**src/rtl/vc_pkg.sv**
```systemverilog
package vc_pkg;

    // how an accepted insert finds its entry
    typedef enum logic [1:0] {
        PICK_FREE  = 2'd0,
        PICK_SWAP  = 2'd1,
        PICK_EVICT = 2'd2
    } pick_e;

    function automatic int wrap_next(int cur, int n);
        return (cur + 1 >= n) ? 0 : cur + 1;
    endfunction

endpackage

```
**src/rtl/vc_match.sv**
```systemverilog
module vc_match #(
    parameter int ENTRIES = 8,
    parameter int TAG_W   = 22
) (
    input  logic               req,
    input  logic [TAG_W-1:0]   req_blk,
    input  logic [ENTRIES-1:0] valid_vec,
    input  logic [TAG_W-1:0]   blk_tab [ENTRIES],
    output logic [ENTRIES-1:0] hit_vec
);
    for (genvar g = 0; g < ENTRIES; g++) begin : g_cmp
        assign hit_vec[g] = req && valid_vec[g] && (blk_tab[g] == req_blk);
    end
endmodule

```
**src/rtl/vc_alloc.sv**
```systemverilog
module vc_alloc
    import vc_pkg::*;
#(
    parameter int ENTRIES = 8
) (
    input  logic               clk,
    input  logic               rst,
    input  logic [ENTRIES-1:0] valid_vec,
    input  logic [ENTRIES-1:0] hit_vec,
    input  logic               ins_fire,
    output pick_e              kind,
    output logic [ENTRIES-1:0] slot_oh
);
    localparam int PTR_W = (ENTRIES > 1) ? $clog2(ENTRIES) : 1;

    logic [PTR_W-1:0]   fifo_ptr;
    logic [ENTRIES-1:0] free_vec;
    logic [ENTRIES-1:0] free_low;

    assign free_vec = ~valid_vec;
    assign free_low = free_vec & (~free_vec + ENTRIES'(1));

    always_comb begin
        if (|hit_vec) begin
            kind    = PICK_SWAP;
            slot_oh = hit_vec;
        end else if (|free_vec) begin
            kind    = PICK_FREE;
            slot_oh = free_low;
        end else begin
            kind    = PICK_EVICT;
            slot_oh = ENTRIES'(1) << fifo_ptr;
        end
    end

    always_ff @(posedge clk) begin
        if (rst) begin
            fifo_ptr <= '0;
        end else if (ins_fire && kind == PICK_EVICT) begin
            fifo_ptr <= PTR_W'(wrap_next(int'(fifo_ptr), ENTRIES));
        end
    end
endmodule

```
**src/rtl/vc_wb.sv**
```systemverilog
module vc_wb #(
    parameter int TAG_W  = 22,
    parameter int LINE_W = 32
) (
    input  logic              clk,
    input  logic              rst,
    input  logic              load,
    input  logic [TAG_W-1:0]  load_blk,
    input  logic [LINE_W-1:0] load_line,
    output logic              wb_valid,
    input  logic              wb_ready,
    output logic [TAG_W-1:0]  wb_blk,
    output logic [LINE_W-1:0] wb_line
);
    always_ff @(posedge clk) begin
        if (rst) begin
            wb_valid <= 1'b0;
            wb_blk   <= '0;
            wb_line  <= '0;
        end else if (load) begin
            wb_valid <= 1'b1;
            wb_blk   <= load_blk;
            wb_line  <= load_line;
        end else if (wb_valid && wb_ready) begin
            wb_valid <= 1'b0;
        end
    end
endmodule

```
**src/rtl/victim_buffer.sv**
```systemverilog
module victim_buffer
    import vc_pkg::*;
#(
    parameter int ENTRIES  = 8,
    parameter int ADDR_W   = 24,
    parameter int OFFSET_W = 2,
    localparam int TAG_W   = ADDR_W - OFFSET_W,
    localparam int LINE_W  = 8 << OFFSET_W
) (
    input  logic              clk,
    input  logic              rst,
    input  logic              ins_valid,
    output logic              ins_ready,
    input  logic [TAG_W-1:0]  ins_blk,
    input  logic [LINE_W-1:0] ins_line,
    input  logic              ins_dirty,
    input  logic              lk_valid,
    input  logic [TAG_W-1:0]  lk_blk,
    output logic              lk_hit,
    output logic [LINE_W-1:0] lk_line,
    output logic              lk_dirty,
    output logic              wb_valid,
    input  logic              wb_ready,
    output logic [TAG_W-1:0]  wb_blk,
    output logic [LINE_W-1:0] wb_line
);
    logic [ENTRIES-1:0] valid_q;
    logic [ENTRIES-1:0] dirty_q;
    logic [TAG_W-1:0]   blk_q  [ENTRIES];
    logic [LINE_W-1:0]  line_q [ENTRIES];

    logic [ENTRIES-1:0] hit_vec;
    logic [ENTRIES-1:0] slot_oh;
    pick_e              kind;
    logic               ins_fire;
    logic               vic_dirty;
    logic [TAG_W-1:0]   vic_blk;
    logic [LINE_W-1:0]  vic_line;
    logic               wb_load;

    vc_match #(.ENTRIES(ENTRIES), .TAG_W(TAG_W)) u_match (
        .req       (lk_valid),
        .req_blk   (lk_blk),
        .valid_vec (valid_q),
        .blk_tab   (blk_q),
        .hit_vec   (hit_vec)
    );

    vc_alloc #(.ENTRIES(ENTRIES)) u_alloc (
        .clk       (clk),
        .rst       (rst),
        .valid_vec (valid_q),
        .hit_vec   (hit_vec),
        .ins_fire  (ins_fire),
        .kind      (kind),
        .slot_oh   (slot_oh)
    );

    vc_wb #(.TAG_W(TAG_W), .LINE_W(LINE_W)) u_wb (
        .clk       (clk),
        .rst       (rst),
        .load      (wb_load),
        .load_blk  (vic_blk),
        .load_line (vic_line),
        .wb_valid  (wb_valid),
        .wb_ready  (wb_ready),
        .wb_blk    (wb_blk),
        .wb_line   (wb_line)
    );

    assign ins_ready = !wb_valid;
    assign ins_fire  = ins_valid && ins_ready;
    assign lk_hit    = |hit_vec;

    // one-hot selects become OR trees
    always_comb begin
        lk_line   = '0;
        lk_dirty  = 1'b0;
        vic_dirty = 1'b0;
        vic_blk   = '0;
        vic_line  = '0;
        for (int i = 0; i < ENTRIES; i++) begin
            if (hit_vec[i]) begin
                lk_line  = lk_line | line_q[i];
                lk_dirty = lk_dirty | dirty_q[i];
            end
            if (slot_oh[i]) begin
                vic_dirty = vic_dirty | (valid_q[i] & dirty_q[i]);
                vic_blk   = vic_blk | blk_q[i];
                vic_line  = vic_line | line_q[i];
            end
        end
    end

    assign wb_load = ins_fire && (kind == PICK_EVICT) && vic_dirty;

    always_ff @(posedge clk) begin
        if (rst) begin
            valid_q <= '0;
            dirty_q <= '0;
        end else begin
            for (int i = 0; i < ENTRIES; i++) begin
                if (ins_fire && slot_oh[i]) begin
                    valid_q[i] <= 1'b1;
                    dirty_q[i] <= ins_dirty;
                end else if (hit_vec[i]) begin
                    valid_q[i] <= 1'b0;
                    dirty_q[i] <= 1'b0;
                end
            end
        end
    end

    always_ff @(posedge clk) begin
        for (int i = 0; i < ENTRIES; i++) begin
            if (ins_fire && slot_oh[i]) begin
                blk_q[i]  <= ins_blk;
                line_q[i] <= ins_line;
            end
        end
    end
endmodule

```
**config.mk**
```make
export PLATFORM = sky130hd
export DESIGN_NAME = victim_buffer
export DESIGN_NICKNAME = d
export VERILOG_FILES = /design/src/rtl/vc_pkg.sv /design/src/rtl/vc_match.sv /design/src/rtl/vc_alloc.sv /design/src/rtl/vc_wb.sv /design/src/rtl/victim_buffer.sv
export SDC_FILE = /design/constraint.sdc
export NUM_CORES = 1
export LEC_CHECK = 0
export ABC_AREA = 1
export BUFFER_PORTS_ARGS = -buffer_cell sky130_fd_sc_hd__buf_4
export CELL_PAD_IN_SITES_DETAIL_PLACEMENT = 1
export CELL_PAD_IN_SITES_GLOBAL_PLACEMENT = 1
export CORE_MARGIN = 5
export CORE_UTILIZATION = 50
export DETAILED_ROUTE_END_ITERATION = 10
export PLACE_DENSITY_LB_ADDON = 0.25
export SLEW_MARGIN = 20
export SYNTH_ARGS = -nofsm -noshare
export SYNTH_HDL_FRONTEND = slang
export SYNTH_SLANG_ARGS = --single-unit
```
**constraint.sdc**
```tcl
create_clock -name clk -period 13.4 [get_ports clk]
set_clock_uncertainty 0.1 [all_clocks]
set_input_delay 0.67 -clock clk [delete_from_list [all_inputs] [get_ports clk]]
set_output_delay 0.67 -clock clk [all_outputs]
set_load 0.02 [all_outputs]
```
# Yosys cells after proc, flatten, opt, wreduce, memory -nomap -nowiden
# Memory sizes are Yosys's and may differ from the RTL's.
# Cells that the tools add are included.
[totals]
reg_bits = 250
mem_bits_rw = 256
in_bits = 82
output_inout_bits = 90
elab_cells = 215
memories = 1
[op_classes]
add_sub_neg = 2
magnitude_cmp = 1
eq_ne = 9
shift = 1
muxes = 87
n_bitwise = 46
reduce_logical = 40
[mem_list]
columns = ["memory", "depth", "word_bits", "rd", "rd_ports_with_merged_regs", "wr", "line", "rtl"]
rows = [
  ["line_q", 8, 32, 8, 0, 8, "victim_buffer.sv:30", "logic [LINE_W-1:0] line_q [ENTRIES];"],
]
[ops]
columns = ["op", "count"]
rows = [
  ["two-way mux 32 bit", 16],
  ["OR 32 bit", 14],
  ["== test 22 bit", 8],
  ["two-way mux 22 bit", 8],
  ["OR 22 bit", 7],
  ["two-way mux 1 bit", 58],
  ["logical AND 1 bit", 28],
  ["nonzero test 2 bit", 9],
  ["two-way mux 8 bit", 2],
  ["inverter 8 bit", 2],
  ["OR reduction 8 bit", 2],
  ["OR 1 bit", 14],
  ["adder 8 x 1 -> 8 bit, second input constant", 1],
  ["bitwise AND 1 bit", 8],
  ["bitwise AND 8 bit", 1],
  ["left shift 1 x 3 -> 8 bit, first input constant", 1],
  ["adder 3 x 1 -> 4 bit, second input constant", 1],
  [">= comparator 4 bit, second input constant", 1],
  ["two-way mux 2 bit", 2],
  ["two-way mux 3 bit", 1],
  ["== test 2 bit, second input constant", 1],
  ["zero test 1 bit", 1],
]

# Logic depth before layout (Yosys ltp)
# Gate-level depths: netlist of the first run.
[depth]
ltp_word = 23
depth_mapped = 21
mapped_depth_nobuf = 19

# Cells and area by module
# From an unflattened synthesis of the first run, not the netlist that was laid out.
[hier_totals]
hier_cells = 2809
area_unflattened_um2 = 24506.0
[by_module_without_submodules]
columns = ["mod", "n_inst", "cells_each", "area_each_um2", "seq_area_each_um2"]
rows = [
  ["victim_buffer", 1, 1667, 18580.3, 13292.7],
  ["vc_match", 1, 810, 3316.9, 0.0],
  ["vc_wb", 1, 238, 2053.2, 1101.1],
  ["vc_alloc", 1, 94, 555.5, 60.1],
]

# Least setup slack after synthesis of the first run
# No wires, ideal clock.
[synth_path]
path_type = "in2reg"
startpoint = "in lk_blk[11]"
endpoint = "reg dirty_q[3]"
setup_time_ns = 0.270
arrival_time_ns = 4.778
t_required_ns = 13.030
slack_ns = 8.252
stages = 12
path_buffers = 3
cell_sequence = "buf_2 inv_2 nand2_1 nand2_1 nor2_1 nand2_1 nor2_1 nand3_1 clkbuf_1 buf_1 a21oi_1 a211oi_1"
[synth_between]
elab_chain_cells = 6
elab_cells_between_ends = 21
cone_classes = "eq/ne (8); mux (2); reduce/logical (11)"
[synth_lines]
columns = ["item", "line", "rtl"]
rows = [
  ["from (decl)", "victim_buffer.sv:18", "input logic [TAG_W-1:0] lk_blk,"],
  ["== test 22 bit", "vc_match.sv:12", "assign hit_vec[g] = req && valid_vec[g] && (blk_tab[g] == req_blk);"],
  ["logical AND 1 bit", "vc_match.sv:12", ""],
  ["OR reduction 8 bit", "vc_alloc.sv:24", "if (|hit_vec) begin"],
  ["two-way mux 8 bit", "vc_alloc.sv:24", ""],
  ["logical AND 1 bit", "victim_buffer.sv:103", "if (ins_fire && slot_oh[i]) begin"],
  ["two-way mux 1 bit or nonzero test 2 bit (tied branches)", "-", ""],
  ["to (signal, indexed assignment)", "victim_buffer.sv:105", "dirty_q[i] <= ins_dirty;"],
  ["to (decl)", "victim_buffer.sv:28", "logic [ENTRIES-1:0] dirty_q;"],
]
# Several ways; a longest one is shown, not always the timed one.
# A chain may end at the register's enable or synchronous reset.

# Final worst setup path of the first run
[layout_path]
startpoint = "reg blk_q[13] in the netlist's numbering"
endpoint = "reg u_wb.wb_blk[10]"
[layout_between]
elab_chain_cells = 20
elab_cells_between_ends = 38
cone_classes = "eq/ne (2); mux (18); bitwise (14); reduce/logical (4)"
[layout_lines]
columns = ["item", "line", "rtl"]
rows = [
  ["from (decl)", "victim_buffer.sv:29", "logic [TAG_W-1:0] blk_q [ENTRIES];"],
  ["from (signal, indexed assignment)", "victim_buffer.sv:117", "blk_q[i] <= ins_blk;"],
  ["== test 22 bit *", "vc_match.sv:12", ""],
  ["logical AND 1 bit *", "vc_match.sv:12", ""],
  ["OR reduction 8 bit", "vc_alloc.sv:24", ""],
  ["two-way mux 8 bit", "vc_alloc.sv:24", ""],
  ["two-way mux 1 bit", "victim_buffer.sv:87", "if (slot_oh[i]) begin"],
  ["OR 1 bit", "victim_buffer.sv:88", "vic_dirty = vic_dirty | (valid_q[i] & dirty_q[i]);"],
  ["two-way mux 1 bit", "victim_buffer.sv:87", ""],
  ["OR 1 bit", "victim_buffer.sv:88", ""],
  ["[4 not listed]", "-", ""],
  ["two-way mux 1 bit", "victim_buffer.sv:87", ""],
  ["OR 1 bit", "victim_buffer.sv:88", ""],
  ["two-way mux 1 bit", "victim_buffer.sv:87", ""],
  ["OR 1 bit", "victim_buffer.sv:88", ""],
  ["two-way mux 1 bit", "victim_buffer.sv:87", ""],
  ["OR 1 bit", "victim_buffer.sv:88", ""],
  ["two-way mux 1 bit", "victim_buffer.sv:87", ""],
  ["logical AND 1 bit", "victim_buffer.sv:95", "assign wb_load = ins_fire && (kind == PICK_EVICT) && vic_dirty;"],
  ["to (signal assigned)", "vc_wb.sv:22", "wb_blk <= load_blk;"],
  ["to (decl)", "vc_wb.sv:12", "output logic [TAG_W-1:0] wb_blk,"],
]
# Mark *: on every way between the ends. The rest lies on a longest branch, timed or not.

==> out/qor.yml, run 1 <==
yosys:
  yosysTopAreaCellShare: 0.505
  async_reset_ff_frac: 0
  synth.top_cells.by_area: "edfxtp_1 50%, nand2_1 18%, inv_1 9.1%"
  synthCells: 3161
  ys_seq_area_frac: 0.562
  yosysMostFrequentCell: "nand2_1"
  synth_top_area_cell: "edfxtp_1"
  synth-seq-cells: 506
  syn_nets: 3249
  ys_top_cells_by_count: "1199 x nand2_1, 621 x inv_1, 432 x edfxtp_1"
  ys_types: 32
  yosys_warnings: 0
  synth_area_um2: 25700
  synth_edf_count: 432
  syn_area_per_cell_um2: 8.13
  yosys_most_used_dff: "edfxtp_1"
routing:
  drtAntennaViolNets: 0
  drc_errors: 0
  wire_per_inst_um: 24.5
  via_count: 22400
  drtIter0Drc: 2204
  drtPass1Iterations: 5
  vias_per_cell: 5.56
  totalWireLength_mm: 98.8
worst_hold_path:
  min_path_cells: 1
  min-delay-start: "ins_blk[8]"
  min_to: "blk_q[52]"
  hp-class: "input pin to register"
sta:
  finalCritPeriodShare: 0.379
  final_hold_viol_count: 0
  clock.fmax_mhz: 197
  relSlewSlack: 0.282
  worst_pin_slew_ns: 1.08
  setup_viol: 0
  worst_slack_ns: 8.32
  rsz0062_at_grt: "no"
  setup_tns_ns: 0
  slew_viol_final: 0
  whs_ns: 0.154
  finalCriticalPeriod_ns: 5.08
clocking:
  clk_pin_slew_worst_paths_ns: 0.06
  clk_path_buf_depth: 3
  hold_buffers: 0
  postCtsSetupBuffers: 0
  cts_tree: "done"
  htree_levels: 2
  cts_root_buf: "clkbuf_16"
  cts_sinks: 506
  ctsResizeCount: 0
  cts_buffers: 55
  clk_latency_ns: 0.65
power:
  worst_ir_drop_vdd_v: 0.000118
  power_density_nw_per_um2: 123
  p_leak_nw: 13.9
die:
  core.rowCount: 83
  die_h_um: 237
  die_width_um: 237
  dieArea_um2: 56000
  initial_core_util: 0.503
  core_um2: 51100
  boundaryPins: 172
placed_design:
  hpwl_mm: 63.0
  place_area_um2: 27600
  dpl_worst_slack_ns: 7.74
  io_buffers: 171
  place_congestion: 0.988
layout:
  fin_util: 0.579
  finalInstanceArea_um2: 29600
  final_net_count: 3384
  area_delta_synth_final_pct: 15.1
  drive_gt1_frac: 0.105
setup_path:
  required_ns: 13.80
  regToRegStartpoint: "blk_q[13]"
  rr_worst_depth: 18
  timing.rr.end: "u_wb.wb_blk[10]"
  worstSetupStartpointType: "register"
  cp_max_fo: 109
  r2r_slack_ns: 8.32
  worstSetupPathType: "register to register"
  arrival_ns: 5.48
  crit_path_end_kind: "register"
global_route:
  first_global_vias: 23100
  grt_first_pass_wirelength_mm: 144
  grt_overflow_total: 0
  grt_use_total: 0.342
  antenna_found_initial: 8
  grt_max_degree: 114
job:
  drv_cap: 0
status:
  outcome: "complete, no violations"
## metrics by stage
step                      instances  power (mW)
after floorplan                3161        1.89
after global placement         3918        2.00
after detailed placement       3918        2.01
after CTS                      4021        3.63
after global routing           4024        3.73
final                          4025        3.63
## cell usage in the layout (no fill, tap or decap), drive strengths merged
cell type / count
nand3: 87
buf: 200
a21oi: 83
clkbuf: 72
dfxtp: 74
or2: 1
inv: 640
nor4: 1
a211oi: 9
diode: 3
clkinv: 21
bufinv: 8
clkinvlp: 1
edfxtp: 432
nor2: 234
or4: 33
o211ai: 1
o21ai: 50
xor2: 16
nand2: 1212
o22ai: 132
ha: 6
xnor2: 24
o21a: 1
nor3: 4
## routing by layer
metal | track usage | wire (um) | vias up
li1 | - | - | 10100
met1 | 0.455 | 39100 | 10900
met2 | 0.536 | 44500 | 1127
met3 | 0.109 | 12100 | 233
met4 | 0.118 | 3160 | 8
met5 | 0 | 42 | -
## worst max-delay path by stage
stage | startpoint | to | slack [ns]
6_report | blk_q[13] | u_wb.wb_blk[10] | 8.32
5_1_grt | blk_q[13] | u_wb.wb_blk[10] | 8.23
4_1_cts | blk_q[132] | u_wb.wb_line[22] | 8.17
3_5_place_dp | lk_blk[13] | u_wb.wb_blk[10] | 7.74
3_3_place_gp | lk_blk[1] | u_wb.wb_blk[1] | 7.88
2_1_floorplan | lk_blk[11] | dirty_q[3] | 8.25
## cell families after synthesis
| group | after synthesis | share of synthesized area |
|---|---|---|
| buf+inv | 761 | 0.116 |
| fa+ha+maj | 6 | 0.00292 |
| compound gates | 276 | 0.0612 |
| flops | 506 | 0.562 |
| simple gates | 1572 | 0.244 |
| xor+xnor | 40 | 0.0136 |
## worst max-delay path: stages, from the launching register on
cell,delay (ns)
edfxtp_1,0.49
o21ai_0,0.43
nor2_1,0.10
nand2_1,0.09
nor2_1,0.05
nand3_2,0.05
buf_4,0.52
nand2_2,0.19
nor2_8,0.25
nand3_2,0.15
nand2_2,0.47
buf_4,0.74
nand2_1,0.12
nand2_1,0.15
nor2_2,0.09
nand2_8,0.45
nand3_1,0.19
nand2_1,0.12
nor2_1,0.06
## state kept, by name, summed over array words and instances (netlist names)
| name | count |
|---|---|
| u_alloc.fifo_ptr | 3 |
| dirty_q | 8 |
| valid_q | 8 |
| line_q | 256 |
| u_wb.wb_valid | 1 |
| u_wb.wb_blk | 22 |
| blk_q | 176 |
| u_wb.wb_line | 32 |
## power by group
group,switching (mW),internal (mW)
registers,0.0133,1.73
logic,0.183,0.0625
clock network,0.672,0.971
total,0.869,2.76
## final cells by class
cell class,instances,area [um2]
fill,6171,21500
sequential,506,14500
multi-input combinational,1894,8410
inverter,639,2400
clock buffer,72,1550
timing repair buffer,200,1520
tap,680,851
clock inverter,31,394
antenna,3,7.51
Note: power is estimated with default switching activity, not from simulation.
==> run 2, diff against run 1 <==
Settings changed: CORE_UTILIZATION 50 to 46.
Clock period 13.4 ns to 5.07 ns, I/O delays scaled along.
==> run 2 against run 1 <==
Sequential power rose to 2.6 times the previous value. Utilization down 3.0 points. Critical path type unchanged. Non-clock buffer count rose by 61. Power grew to 2.6 times the previous value. Critical path depth increased by 1. Global-route usage down 1.5 points. Hold slack got worse by 0.10 ns. Setup slack worse by 7.7 ns. Wire length increased by 2.9%. Cell count is 3.2% higher.
==> out/qor.yml, run 2 (synthesized netlist as in run 1, its figures left out) <==
layout:
  largestRegisters: "line_q x256, blk_q x176, u_wb.wb_line x32"
  top_register: "line_q"
  fillCellCount: 6565
  largest_reg_flops: 256
  final_cell_mix: "1199 x nand2_1, 621 x inv_1, 432 x edfxtp_1"
  area_delta_synth_final_pct: 17.9
  final_net_count: 3445
  finalInstanceArea_um2: 30300
  final_common_cell: "nand2_1"
  drive_gt1_frac: 0.104
global_route:
  grt_overflow_total: 0
  antenna_found_initial: 7
  grt_first_pass_wirelength_mm: 149
  first_global_vias: 23600
  grt_use_total: 0.328
  grt_max_degree: 70
setup_path:
  rr_worst_depth: 19
  regToRegStartpoint: "blk_q[28]"
  r2r_slack_ns: 0.61
  worstSetupStartpointType: "register"
  worstSetupPathType: "register to register"
  timing.rr.end: "u_wb.wb_valid"
  crit_path_end_kind: "register"
  cp_max_fo: 65
  arrival_ns: 4.88
  required_ns: 5.49
placed_design:
  hpwl_mm: 63.4
  io_buffers: 171
  dpl_worst_slack_ns: 1.10
  place_congestion: 0.967
  place_area_um2: 27900
worst_hold_path:
  min-delay-start: "ins_dirty"
  min_path_cells: 3
  min_to: "dirty_q[1]"
  hp-class: "input pin to register"
sta:
  worst_slack_ns: 0.608
  relSlewSlack: 0.307
  slew_viol_final: 0
  setup_viol: 0
  finalCriticalPeriod_ns: 4.46
  clock.fmax_mhz: 224
  whs_ns: 0.0487
  rsz0062_at_grt: "no"
  setup_tns_ns: 0
  final_hold_viol_count: 0
  worst_pin_slew_ns: 1.04
  finalCritPeriodShare: 0.880
power:
  switchingPower_mw: 2.25
  worst_ir_drop_vdd_v: 0.000285
  p_leak_nw: 14.2
  swShare: 0.240
  clockPowerShare: 0.439
  power_density_nw_per_um2: 309
  seq_power_share: 0.491
  p_int_mw: 7.13
  power_frac_comb: 0.069
  p_total_mw: 9.38
die:
  die_h_um: 246
  initial_core_util: 0.466
  die_width_um: 246
  core.rowCount: 86
  core_um2: 55200
  dieArea_um2: 60700
  boundaryPins: 172
routing:
  drc_errors: 0
  drtIter0Drc: 2593
  via_count: 23000
  wire_per_inst_um: 24.5
  drtAntennaViolNets: 0
  vias_per_cell: 5.54
  totalWireLength_mm: 102
  drtPass1Iterations: 5
clocking:
  cts_tree: "done"
  cts_buffers: 55
  cts_sinks: 506
  htree_levels: 2
  clk_latency_ns: 0.64
  cts_root_buf: "clkbuf_16"
  clk_path_buf_depth: 3
  clk_pin_slew_worst_paths_ns: 0.06
job:
  drv_cap: 0
status:
  outcome: "complete, no violations"
[run 2: changes by cell type in the layout (fill, tap and decap cells not counted), sizes merged]
| cell | delta |
|---|---|
| dlygate4sd3 | +57 |
| bufinv | -6 |
| buf | +4 |
| clkbuf | +4 |
| clkinvlp | +3 |
| clkinv | -1 |
[run 2: per-layer routing]
layer,global-route usage,share of wire,vias up
met4,0.104,0.034,6
met2,0.519,0.45,1239
met5,0,0.00033,-
met3,0.0709,0.11,257
met1,0.454,0.41,11300
li1,-,-,10200
[run 2: area by class of cell]
class	instances	area (um2)	area share
Multi-Input combinational cell	1894	8400	0.277
Clock inverter	27	231	0.00764
Clock buffer	76	1630	0.0538
Inverter	639	2400	0.0791
Sequential cell	506	14500	0.477
Timing Repair Buffer	261	2250	0.0743
Tap cell	748	936	0.0309
Antenna cell	3	7.51	0.000248
[run 2: how the worst max path moves through the flow]
stage | cells past startpoint | to | slack [ns] | startpoint
CTS | 19 | u_wb.wb_valid | 0.64 | blk_q[28]
finish | 19 | u_wb.wb_valid | 0.61 | blk_q[28]
global placement | 20 | u_wb.wb_blk[1] | 1.22 | lk_blk[6]
floorplan | 12 | dirty_q[3] | 0.34 | lk_blk[11]
global route | 19 | u_wb.wb_valid | 0.38 | blk_q[28]
detailed placement | 20 | u_wb.wb_line[22] | 1.10 | lk_blk[17]
[run 2: what timing repair did]
| item | 4_1_cts | 5_1_grt |
|---|---|---|
| hold buffers | 57 | 0 |
| setup endpoints to repair | 0 | 0 |
| gates resized for setup | 0 | 0 |
| endpoints found under the hold margin | 451 | 0 |
| buffers inserted | 0 | 0 |
[run 2: critical path, cell delays in order (launching register included)]
cell and delay (ns):
edfxtp_1 0.41, inv_1 0.06, nand2_1 0.06, nand2_1 0.04
nor2_1 0.24, nand2_1 0.13, nor2_1 0.27, nand3_2 0.54
nand2_2 0.33, nor2_8 0.10, nand3_2 0.11, nand2_2 0.09
nand2_1 0.10, nand2_1 0.06, nor2_2 0.16, nand2_4 0.39
buf_12 0.36, nand2_1 0.11, a21oi_1 0.06, dlygate4sd3_1 0.56
[run 2: stage by stage]
step,util,cells
floorplan,-,3161
global placement,0.505,3991
detailed placement,0.505,3991
CTS,0.549,4151
global route,0.549,4152
finish,0.549,4154
[run 2: power groups by stage]
stage / Sequential, mW / Clock (mW) / Combinational (mW)
after floorplan: 4.69 / 0 / 0.309
after global placement: 4.69 / 0 / 0.576
after detailed placement: 4.70 / 0 / 0.592
after CTS: 4.61 / 4.13 / 0.634
after global routing: 4.61 / 4.32 / 0.698
final: 4.61 / 4.12 / 0.652
